--- config.mk ---
export PLATFORM = sky130hd
export DESIGN_NAME = fwd_map_forwarder
export DESIGN_NICKNAME = d
export VERILOG_FILES = /design/src/rtl/fwd_pkg.sv /design/src/rtl/fwd_bank_store.sv /design/src/rtl/fwd_prod_ctrl.sv /design/src/rtl/fwd_cons_ctrl.sv /design/src/rtl/fwd_map_forwarder.sv
export SDC_FILE = /design/constraint.sdc
export NUM_CORES = 1
export LEC_CHECK = 0
export BUFFER_PORTS_ARGS = -buffer_cell sky130_fd_sc_hd__buf_2
export CAP_MARGIN = 20
export CORE_ASPECT_RATIO = 0.7
export CORE_MARGIN = 3
export CORE_UTILIZATION = 39
export DETAILED_ROUTE_END_ITERATION = 6
export GPL_TIMING_DRIVEN = 0
export PLACE_DENSITY = 0.69
export SETUP_SLACK_MARGIN = 0.5
export SYNTH_ARGS = -nofsm -noshare
export SYNTH_HDL_FRONTEND = slang
export SYNTH_HIERARCHICAL = 1
export SYNTH_SLANG_ARGS = --single-unit
export TNS_END_PERCENT = 20
--- constraint.sdc ---
create_clock -name clk -period 2.63 [get_ports clk]
set_input_delay 0.6575 -clock clk [delete_from_list [all_inputs] [get_ports clk]]
set_output_delay 0.6575 -clock clk [all_outputs]
set_load 0.01 [all_outputs]
--- src/rtl/fwd_pkg.sv ---
package fwd_pkg;

  // Selects one of the two map banks.
  typedef logic bank_t;

  // Number of complete maps held, 0..2.
  typedef logic [1:0] fill_t;

  localparam fill_t FILL_EMPTY = 2'd0;
  localparam fill_t FILL_FULL  = 2'd2;

endpackage

--- src/rtl/fwd_bank_store.sv ---
module fwd_bank_store
  import fwd_pkg::*;
#(
  parameter int WORD_W    = 16,
  parameter int MAP_WORDS = 8,
  localparam int AW       = (MAP_WORDS > 1) ? $clog2(MAP_WORDS) : 1
) (
  input  logic              clk,
  input  logic              wr_en,
  input  bank_t             wr_bank,
  input  logic [AW-1:0]     wr_addr,
  input  logic [WORD_W-1:0] wr_data,
  input  bank_t             rd_bank,
  input  logic [AW-1:0]     rd_addr,
  output logic [WORD_W-1:0] rd_data
);

  logic [WORD_W-1:0] bank_q [2];

  for (genvar b = 0; b < 2; b++) begin : g_bank
    logic [WORD_W-1:0] mem [MAP_WORDS];
    logic              bank_we;

    assign bank_we = wr_en && (wr_bank == 1'(b));

    always_ff @(posedge clk) begin
      if (bank_we) begin
        mem[wr_addr] <= wr_data;
      end
    end

    assign bank_q[b] = mem[rd_addr];
  end

  assign rd_data = bank_q[rd_bank];

endmodule

--- src/rtl/fwd_prod_ctrl.sv ---
module fwd_prod_ctrl
  import fwd_pkg::*;
#(
  parameter int MAP_WORDS = 8,
  parameter int NUM_MAPS  = 4,
  localparam int AW       = (MAP_WORDS > 1) ? $clog2(MAP_WORDS) : 1,
  localparam int IW       = (NUM_MAPS > 1) ? $clog2(NUM_MAPS) : 1
) (
  input  logic          clk,
  input  logic          rst_n,
  input  logic          wr_fire,
  input  logic [IW-1:0] map_idx,
  output logic [AW-1:0] wr_addr,
  output bank_t         wr_bank,
  output logic          map_done,
  output logic          order_error
);

  localparam logic [AW-1:0] LAST_WORD = AW'(MAP_WORDS - 1);
  localparam logic [IW-1:0] LAST_MAP  = IW'(NUM_MAPS - 1);

  logic [AW-1:0] wptr_q, wptr_nxt;
  bank_t         bank_q, bank_nxt;
  logic [IW-1:0] exp_q, exp_nxt;
  logic          err_q, err_nxt;
  logic          step_en;

  assign map_done = wr_fire && (wptr_q == LAST_WORD);
  assign step_en  = wr_fire;

  always_comb begin
    wptr_nxt = wptr_q + AW'(1);
    bank_nxt = bank_q;
    exp_nxt  = exp_q;
    err_nxt  = 1'b0;
    if (map_done) begin
      wptr_nxt = '0;
      bank_nxt = ~bank_q;
      exp_nxt  = (exp_q == LAST_MAP) ? '0 : exp_q + IW'(1);
      err_nxt  = (map_idx != exp_q);
    end
  end

  always_ff @(posedge clk or negedge rst_n) begin
    if (!rst_n) begin
      wptr_q <= '0;
      bank_q <= 1'b0;
      exp_q  <= '0;
    end else if (step_en) begin
      wptr_q <= wptr_nxt;
      bank_q <= bank_nxt;
      exp_q  <= exp_nxt;
    end
  end

  // Error pulse register runs every cycle so it clears itself.
  always_ff @(posedge clk or negedge rst_n) begin
    if (!rst_n) begin
      err_q <= 1'b0;
    end else begin
      err_q <= err_nxt;
    end
  end

  assign wr_addr     = wptr_q;
  assign wr_bank     = bank_q;
  assign order_error = err_q;

endmodule

--- src/rtl/fwd_cons_ctrl.sv ---
module fwd_cons_ctrl
  import fwd_pkg::*;
#(
  parameter int MAP_WORDS = 8,
  parameter int NUM_MAPS  = 4,
  localparam int AW       = (MAP_WORDS > 1) ? $clog2(MAP_WORDS) : 1,
  localparam int IW       = (NUM_MAPS > 1) ? $clog2(NUM_MAPS) : 1
) (
  input  logic          clk,
  input  logic          rst_n,
  input  logic          rd_fire,
  output logic [AW-1:0] rd_addr,
  output bank_t         rd_bank,
  output logic          at_last,
  output logic          map_done,
  output logic          layer_done
);

  localparam logic [AW-1:0] LAST_WORD = AW'(MAP_WORDS - 1);
  localparam logic [IW-1:0] LAST_MAP  = IW'(NUM_MAPS - 1);

  logic [AW-1:0] rptr_q, rptr_nxt;
  bank_t         bank_q, bank_nxt;
  logic [IW-1:0] mcnt_q, mcnt_nxt;
  logic          done_q, done_nxt;

  assign at_last  = (rptr_q == LAST_WORD);
  assign map_done = rd_fire && at_last;

  always_comb begin
    rptr_nxt = rptr_q + AW'(1);
    bank_nxt = bank_q;
    mcnt_nxt = mcnt_q;
    done_nxt = 1'b0;
    if (map_done) begin
      rptr_nxt = '0;
      bank_nxt = ~bank_q;
      if (mcnt_q == LAST_MAP) begin
        mcnt_nxt = '0;
        done_nxt = 1'b1;
      end else begin
        mcnt_nxt = mcnt_q + IW'(1);
      end
    end
  end

  always_ff @(posedge clk or negedge rst_n) begin
    if (!rst_n) begin
      rptr_q <= '0;
      bank_q <= 1'b0;
      mcnt_q <= '0;
    end else if (rd_fire) begin
      rptr_q <= rptr_nxt;
      bank_q <= bank_nxt;
      mcnt_q <= mcnt_nxt;
    end
  end

  always_ff @(posedge clk or negedge rst_n) begin
    if (!rst_n) begin
      done_q <= 1'b0;
    end else begin
      done_q <= done_nxt;
    end
  end

  assign rd_addr    = rptr_q;
  assign rd_bank    = bank_q;
  assign layer_done = done_q;

endmodule

--- src/rtl/fwd_map_forwarder.sv ---
module fwd_map_forwarder
  import fwd_pkg::*;
#(
  parameter int WORD_W    = 16,
  parameter int MAP_WORDS = 8,
  parameter int NUM_MAPS  = 4
) (
  input  logic                        clk,
  input  logic                        rst_n,
  input  logic                        prod_wr_en,
  input  logic [WORD_W-1:0]           prod_wr_data,
  input  logic [$clog2(NUM_MAPS)-1:0] prod_map_idx,
  output logic                        prod_ready,
  input  logic                        cons_rd_en,
  output logic                        cons_valid,
  output logic [WORD_W-1:0]           cons_rd_data,
  output logic                        cons_last,
  output logic                        order_error,
  output logic                        layer_done
);

  localparam int AW = (MAP_WORDS > 1) ? $clog2(MAP_WORDS) : 1;

  fill_t         fill_q, fill_nxt;
  logic          fill_en;
  logic          wr_fire, rd_fire;
  logic          prod_map_done, cons_map_done;
  logic [AW-1:0] wr_addr, rd_addr;
  bank_t         wr_bank, rd_bank;
  logic          rd_at_last;

  assign prod_ready = (fill_q != FILL_FULL);
  assign cons_valid = (fill_q != FILL_EMPTY);
  assign wr_fire    = prod_wr_en && prod_ready;
  assign rd_fire    = cons_rd_en && cons_valid;

  fwd_prod_ctrl #(
    .MAP_WORDS (MAP_WORDS),
    .NUM_MAPS  (NUM_MAPS)
  ) u_prod (
    .clk         (clk),
    .rst_n       (rst_n),
    .wr_fire     (wr_fire),
    .map_idx     (prod_map_idx),
    .wr_addr     (wr_addr),
    .wr_bank     (wr_bank),
    .map_done    (prod_map_done),
    .order_error (order_error)
  );

  fwd_cons_ctrl #(
    .MAP_WORDS (MAP_WORDS),
    .NUM_MAPS  (NUM_MAPS)
  ) u_cons (
    .clk        (clk),
    .rst_n      (rst_n),
    .rd_fire    (rd_fire),
    .rd_addr    (rd_addr),
    .rd_bank    (rd_bank),
    .at_last    (rd_at_last),
    .map_done   (cons_map_done),
    .layer_done (layer_done)
  );

  fwd_bank_store #(
    .WORD_W    (WORD_W),
    .MAP_WORDS (MAP_WORDS)
  ) u_store (
    .clk     (clk),
    .wr_en   (wr_fire),
    .wr_bank (wr_bank),
    .wr_addr (wr_addr),
    .wr_data (prod_wr_data),
    .rd_bank (rd_bank),
    .rd_addr (rd_addr),
    .rd_data (cons_rd_data)
  );

  assign cons_last = cons_valid && rd_at_last;

  // Held-map count moves only when exactly one side finishes a map.
  assign fill_en = prod_map_done ^ cons_map_done;

  always_comb begin
    fill_nxt = fill_q;
    if (prod_map_done) begin
      fill_nxt = fill_q + 2'd1;
    end else if (cons_map_done) begin
      fill_nxt = fill_q - 2'd1;
    end
  end

  always_ff @(posedge clk or negedge rst_n) begin
    if (!rst_n) begin
      fill_q <= FILL_EMPTY;
    end else if (fill_en) begin
      fill_q <= fill_nxt;
    end
  end

endmodule

==> flow_summary_export.csv, run 1 <==
group,metric,value,unit
final_layout,multiInputGateArea,0.00251,sq mm
detailed_routing,dr.pass1.iters,4,
worst_hold_path,hold_class,"primary input to asynchronous set/reset pin",
clock_network,cts.clk_slew.worst_paths,0.06,ns
final_layout,flow.area_growth_from_synthesis,21.6,%
yosys,ys_async_sr_fraction,0.0588,
timing,report.final.hold_viol_count,0,
timing,setup_viol_count_final,16,
yosys,post_synth.cell_area_avg,22.1,sq um
power,ir_worst_vdd,682,uV
timing,timing.final.max_slew_violations,0,
grt,grt_pass1_wl,33400,um
final_layout,num_antenna_cells,0,
critical_path,timing.critical_path.required,1.97,ns
detailed_routing,route.detailed.drc,0,
final_layout,ff_latch_area,0.00809,sq mm
timing,min_period_over_period,1.13,
yosys,yosysTopAreaCell,"edfxtp_1",
run_status,outcome,"finished, violations left",
grt,grt.total_usage,0.154,
yosys,ys_ff_latch,272,
job,drv_cap,0,
final_layout,post_layout_nonfiller_instances,950,
yosys,number_of_different_library_cells_in_the_post_synthesis_netlist,37,
clock_network,clk_latency,0.52,ns
detailed_routing,number_of_nets_with_antenna_violations_after_detailed_routing,0,
die,rows,49,
detailed_routing,detail_route.wl_per_cell,23.7,um
place,finalWeightedCongestion,0.743,
die,fp.dieH,144,um
die,top_level_ports,43,
timing,timing_worst_slew_pin_value,0.687,ns
run_status,violations_in_the_final_reports,"setup timing",
critical_path,timing.rr.end,"u_store/g_bank[0].mem[1][8]",
clock_network,cts-htree-levels,1,
critical_path,crit_path_end_kind,"primary output",
detailed_routing,via_per_inst,5.37,
die,design.core.area,0.0261,sq mm
clock_network,tritoncts_clock_tree,"yes",
place,place_ws,-0.306,ns
yosys,post_synth_main_area_contributors,"edfxtp_1 (73%), mux4_2 (12%), dfrtp_1 (3.8%)",
yosys,post_synth_inst_count,478,
grt,grt_pass1_vias,5292,
power,static_leakage_power,4.23,nW
yosys,synth_commonest_cells,"edfxtp_1 (256), mux4_2 (54), a22oi_1 (32), nand2_1 (18)",
yosys,synth-edff-count,256,
clock_network,clock_tree.root_cell,"clkbuf_16",
critical_path,cp.arrival,2.30,ns
timing,timing.slew.headroom,0.541,
clock_network,cts.sink_count,272,
yosys,netlist_area,0.0105,sq mm
yosys,yosysWarnings,6,
timing,final_period_demand_of_the_worst_path,2.96,ns
timing,timing.final.ws_setup,-0.329,ns
die,initial_core_util,0.404,
yosys,yosys_most_used_dff,"edfxtp_1",
final_layout,num-nets-final,603,
power,p_sw,4.01,mW
critical_path,worstPathMaxFanout,7,
power,internal-power,9.67,mW
power,powerDensity,1070,mW/mm^2
critical_path,timing.reg2reg.worst_path_depth,5,
critical_path,critPathKind,"flip-flop to primary output",
place,dpl.hpwl,14400,um
power,p_sw_frac,0.293,
place,post_detailed_placement_cell_area,0.0115,sq mm
timing,max_clock_freq,0.338,GHz
power,seq_power_share,0.399,
final_layout,n_fill_cell,2080,
grt,grt_antenna_before_repair,0,
detailed_routing,drtIter0Drc,465,
grt,grt_max_degree,17,
clock_network,cts_buffers,27,
die,die-area,0.0291,sq mm
detailed_routing,drt_wl_total,22500,um
final_layout,postLayoutCellArea,0.0128,sq mm
timing,timing.clock.skew,0.00924,ns
clock_network,hold_bufs_at_cts,0,
yosys,synth.net_count,506,
final_layout,final_layout_size_suffix_gt1_frac,0.411,
place,dp.cells,889,
timing,setup_total_negative_slack,-4.48,ns
critical_path,crit-reg2reg-launch,"fill_q[0]",
critical_path,start_kind,"flip-flop",
yosys,synth.yosys.seq_area_share,0.767,
detailed_routing,vias,5097,
yosys,yosysTopAreaCellShare,0.729,
grt,grt_overflow,0,
timing,grt_setup_unrepaired,"yes",
power,power_frac_comb,0.334,
clock_network,clockBufferDepth,3,
place,port_buffers,42,
power,clock_power_share,0.267,
yosys,dominant_cell_by_count_in_the_synthesized_netlist,"edfxtp_1",
critical_path,timing.reg2reg.setup_slack,0.33,ns
die,die_width,203,um
## per-layer routing
| metal | wire length [um] | vias up | part of all wire | track usage |
|---|---|---|---|---|
| li1 | - | 2190 | - | - |
| met1 | 9530 | 2687 | 0.42 | 0.209 |
| met2 | 11200 | 191 | 0.50 | 0.257 |
| met3 | 1440 | 29 | 0.064 | 0.0351 |
| met4 | 391 | 0 | 0.017 | 0.0353 |
| met5 | 0 | - | 0 | 0 |
## worst max-delay path by stage
stage,endpoint,from,slack [ns],depth (start not counted)
final,cons_rd_data[4],u_cons/rd_addr[0],-0.33,6
after detailed placement,cons_rd_data[4],u_cons/rd_addr[1],-0.31,6
after CTS,cons_rd_data[4],u_cons/rd_addr[0],-0.34,6
after global placement,cons_rd_data[4],u_cons/rd_addr[1],-0.29,6
after global routing,cons_rd_data[8],u_cons/rd_addr[0],-0.40,6
after floorplan,u_store/g_bank[0].mem[0][0],prod_wr_en,0.47,3
## final cells by class
cell class	count	share of cell area
timing repair buffer	68	0.0496
inverter	5	0.00146
clock inverter	15	0.0116
multi-input combinational	180	0.196
buffer	21	0.0220
clock buffer	32	0.0542
tap	357	0.0348
sequential	272	0.631
## power groups by stage
stage	clock [mW]	sequential (mW)	combinational, mW
2_1_floorplan	0	5.44	2.56
3_3_place_gp	0	5.46	3.61
3_5_place_dp	0	5.52	3.80
4_1_cts	3.73	5.44	4.13
5_1_grt	3.91	5.50	4.88
6_report	3.65	5.46	4.57
## metrics by stage
stage | hold slack (ns) | power, mW | util
after floorplan | 0.362 | 8.00 | -
after global placement | 0.470 | 9.07 | 0.430
after global routing | 0.0648 | 14.3 | 0.491
after CTS | 0.0376 | 13.3 | 0.480
final | 0.0457 | 13.7 | 0.491
after detailed placement | 0.489 | 9.31 | 0.439
## worst max-delay path, cell delays in order, from the launching register on
cell and delay [ns]:
dfrtp_2 0.42, buf_12 0.18, buf_12 0.15, mux4_2 0.51
a22oi_2 0.25, nand2_2 0.12, buf_6 0.14
## flip-flops by register name (all words and copies together), names as in the netlist
name	flops
fill_q	2
u_cons/layer_done	1
u_cons/mcnt_q	2
u_cons/rd_addr	3
u_cons/rd_bank	1
u_prod/exp_q	2
u_prod/order_error	1
u_prod/wr_addr	3
u_prod/wr_bank	1
u_store/g_bank.mem	256
## kinds of logic (layout without fill, tap and decap cells)
kind of cell / Yosys count / count (layout) / share of synthesized area
AND/OR/NAND/NOR: 59 / 59 / 0.0273
flip-flops: 272 / 272 / 0.767
XOR/XNOR: 7 / 7 / 0.00582
adder cells (fa/ha/maj): 6 / 6 / 0.00712
multiplexers: 70 / 70 / 0.148
buffers and inverters: 26 / 141 / 0.0180
AO/OA/AOI/OAI: 38 / 38 / 0.0265
## placed cells by master, fill, tap and decap left out, types with 5 or more instances in the layout
cell type  count
dfrtp_1       15
nor2_4        12
a22oi_1       13
xnor2_1        6
buf_8         13
clkbuf_1       5
a22oi_2       19
buf_4          9
buf_12         8
clkinv_1       6
mux4_2        64
buf_2         39
clkbuf_16     31
edfxtp_1     256
buf_6          6
nand2_1       15
nand2_2        5
## repair_timing
item,4_1_cts,5_1_grt
buffers inserted,8,2
cloned,0,4
pin swaps,9,16
resized for setup,39,33
endpoints found under the setup margin,96,157
No activity file was read; power rests on OpenSTA's default activity.
==> run 2: changes to the inputs <==
--- a/config.mk
+++ b/config.mk
@@ -13,7 +13,7 @@
 export DETAILED_ROUTE_END_ITERATION = 6
 export GPL_TIMING_DRIVEN = 0
 export PLACE_DENSITY = 0.69
-export SETUP_SLACK_MARGIN = 0.5
+export SETUP_SLACK_MARGIN = 0.2
 export SYNTH_ARGS = -nofsm -noshare
 export SYNTH_HDL_FRONTEND = slang
 export SYNTH_HIERARCHICAL = 1
==> run 2 against run 1 <==
Net effect: the flow still finishes with violations (setup timing); clock skew is essentially flat; final area fell by 0.66%; first-iteration DRC count increased by 9.0%; die area did not move; register-to-register slack worse by 0.04 ns; sequential share of layout area increased by 0.41 points; sequential power about the same; power is 0.30% higher; non-clock buffer count is 7 higher; routed wire length shrank 0.70%; combinational power down 4.8%; critical path type unchanged.
==> flow_summary_export.csv, run 2 (synthesis gave the netlist of run 1 again) <==
group,metric,value,unit
run_status,outcome,"finished, violations left",
run_status,violations_in_the_final_reports,"setup timing",
clock_network,cts-htree-levels,1,
timing,timing.final.max_slew_violations,0,
timing,min_period_over_period,1.11,
timing,timing.final.ws_setup,-0.302,ns
die,rows,49,
final_layout,final_layout_size_suffix_gt1_frac,0.405,
clock_network,clk_latency,0.51,ns
critical_path,worstPathMaxFanout,9,
die,top_level_ports,43,
die,die-area,0.0291,sq mm
critical_path,timing.critical_path.required,1.97,ns
timing,finalHoldWorstSlack,0.0411,ns
power,static_leakage_power,4.26,nW
detailed_routing,via_per_inst,5.39,
detailed_routing,route.detailed.drc,0,
clock_network,tritoncts_clock_tree,"yes",
die,initial_core_util,0.404,
grt,grt_pass1_vias,5269,
power,powerDensity,1080,mW/mm^2
detailed_routing,number_of_nets_with_antenna_violations_after_detailed_routing,0,
timing,final_period_demand_of_the_worst_path,2.93,ns
critical_path,crit_path_frequent_cell,"buf_12",
critical_path,critPathKind,"flip-flop to primary output",
timing,grt_setup_unrepaired,"yes",
final_layout,num_antenna_cells,0,
grt,grt_antenna_before_repair,0,
final_layout,post_layout_nonfiller_instances,955,
timing,setup_total_negative_slack,-4.26,ns
final_layout,flow.area_growth_from_synthesis,20.8,%
critical_path,cp.arrival,2.27,ns
clock_network,clock_tree.root_cell,"clkbuf_16",
timing,setup_viol_count_final,16,
final_layout,layout_common_cells,"edfxtp_1 (256), mux4_2 (63), buf_2 (42)",
job,drv_cap,0,
detailed_routing,vias,5147,
timing,timing.clock.skew,0.00877,ns
clock_network,cts.sink_count,272,
worst_hold_path,hold_class,"primary input to asynchronous set/reset pin",
detailed_routing,dr.pass1.iters,5,
final_layout,num-nets-final,608,
place,dpl.hpwl,14600,um
die,design.core.area,0.0261,sq mm
place,place_ws,-0.303,ns
critical_path,max_stage_delay,0.50,ns
grt,grt_max_degree,17,
critical_path,start_kind,"flip-flop",
final_layout,final_core_util,0.488,
detailed_routing,detail_route.wl_per_cell,23.4,um
critical_path,crit_path_end_kind,"primary output",
timing,timing_worst_slew_pin_value,0.925,ns
grt,grt_pass1_wl,33600,um
timing,timing.slew.headroom,0.380,
clock_network,cts.clk_slew.worst_paths,0.06,ns
place,port_buffers,42,
critical_path,cell_type_of_the_slowest_stage_on_the_worst_timing_path,"mux4_2",
detailed_routing,drtIter0Drc,507,
detailed_routing,drt_wl_total,22400,um
place,dp.cells,892,
die,fp.dieH,144,um
die,die_width,203,um
place,finalWeightedCongestion,0.805,
grt,grt.total_usage,0.156,
timing,report.final.hold_viol_count,0,
timing,max_clock_freq,0.341,GHz
clock_network,clockBufferDepth,3,
grt,grt_overflow,0,
critical_path,path_cells,"buf_12 > buf_12 > mux4_2 > a22oi_2 > nand2_2 > buf_6",
power,ir_worst_vdd,664,uV
clock_network,cts_buffers,25,
final_layout,number_of_flip_flops_under_the_largest_register_name,256,
final_layout,layout_commonest_cell,"edfxtp_1",
final_layout,registers.top_by_ff_count,"u_store/g_bank.mem",
[run 2: power breakdown]
group | internal (mW) | leakage [nW] | switching, mW | total [mW]
clock | 2.43 | 0.442 | 1.50 | 3.93
combinational | 2.16 | 1.31 | 2.19 | 4.35
sequential | 5.19 | 2.51 | 0.249 | 5.44
total | 9.78 | 4.26 | 3.94 | 13.7
[run 2: path summary, 6_finish.rpt]
kind | slack, ns | depth (start not counted) | start | end
setup / recovery | -0.30 | 6 | u_cons/rd_addr[0] | cons_rd_data[7]
setup reg to reg | 0.29 | 5 | fill_q[0] | u_store/g_bank[1].mem[0][13]
min in group clk | 0.44 | 3 | prod_map_idx[1] | u_prod/order_error
hold reg to reg | 0.54 | 1 | u_cons/mcnt_q[1] | u_cons/mcnt_q[1]
hold / removal | 0.04 | 1 | rst_n | u_prod/wr_addr[1]
max in group asynchronous | 2.33 | 1 | rst_n | fill_q[0]
[run 2: metal layers]
metal  wire (um)  track usage  up-vias
met5           0            0        -
met4         364       0.0350        0
met3        1790       0.0328       27
met2       10600        0.255      212
met1        9600        0.219     2710
li1            -            -     2198
[run 2: critical path, delay by kind of cell (launching register included)]
kind | cells | cell delay [ns]
mux | 1 | 0.50
buf+inv | 3 | 0.46
flops | 1 | 0.39
compound gates | 1 | 0.27
simple gates | 1 | 0.13
[run 2: through the flow]
| step | area (sq um) | power, mW |
|---|---|---|
| final | 12700 | 13.7 |
| after global routing | 12700 | 14.3 |
| after CTS | 12600 | 13.6 |
| after detailed placement | 11500 | 9.25 |
| after global placement | 11200 | 8.98 |
| after floorplan | 10600 | 7.89 |
[run 2: layout make-up]
class                      instances  area [sq um]
buffer                            21           256
clock buffer                      27           633
clock inverter                    18           267
fill                            2097         13400
inverter                           5          18.8
multi-input combinational        180          2410
sequential                       272          8090
tap                              357           447
timing repair buffer              75           618
[run 2: what timing repair did]
item	4_1_cts	5_1_grt
cloned	0	1
hold buffers	0	0
pin swaps	6	3
buffers inserted	13	3
setup endpoints to repair	81	18
resized for setup	51	13
endpoints found under the hold margin	0	0
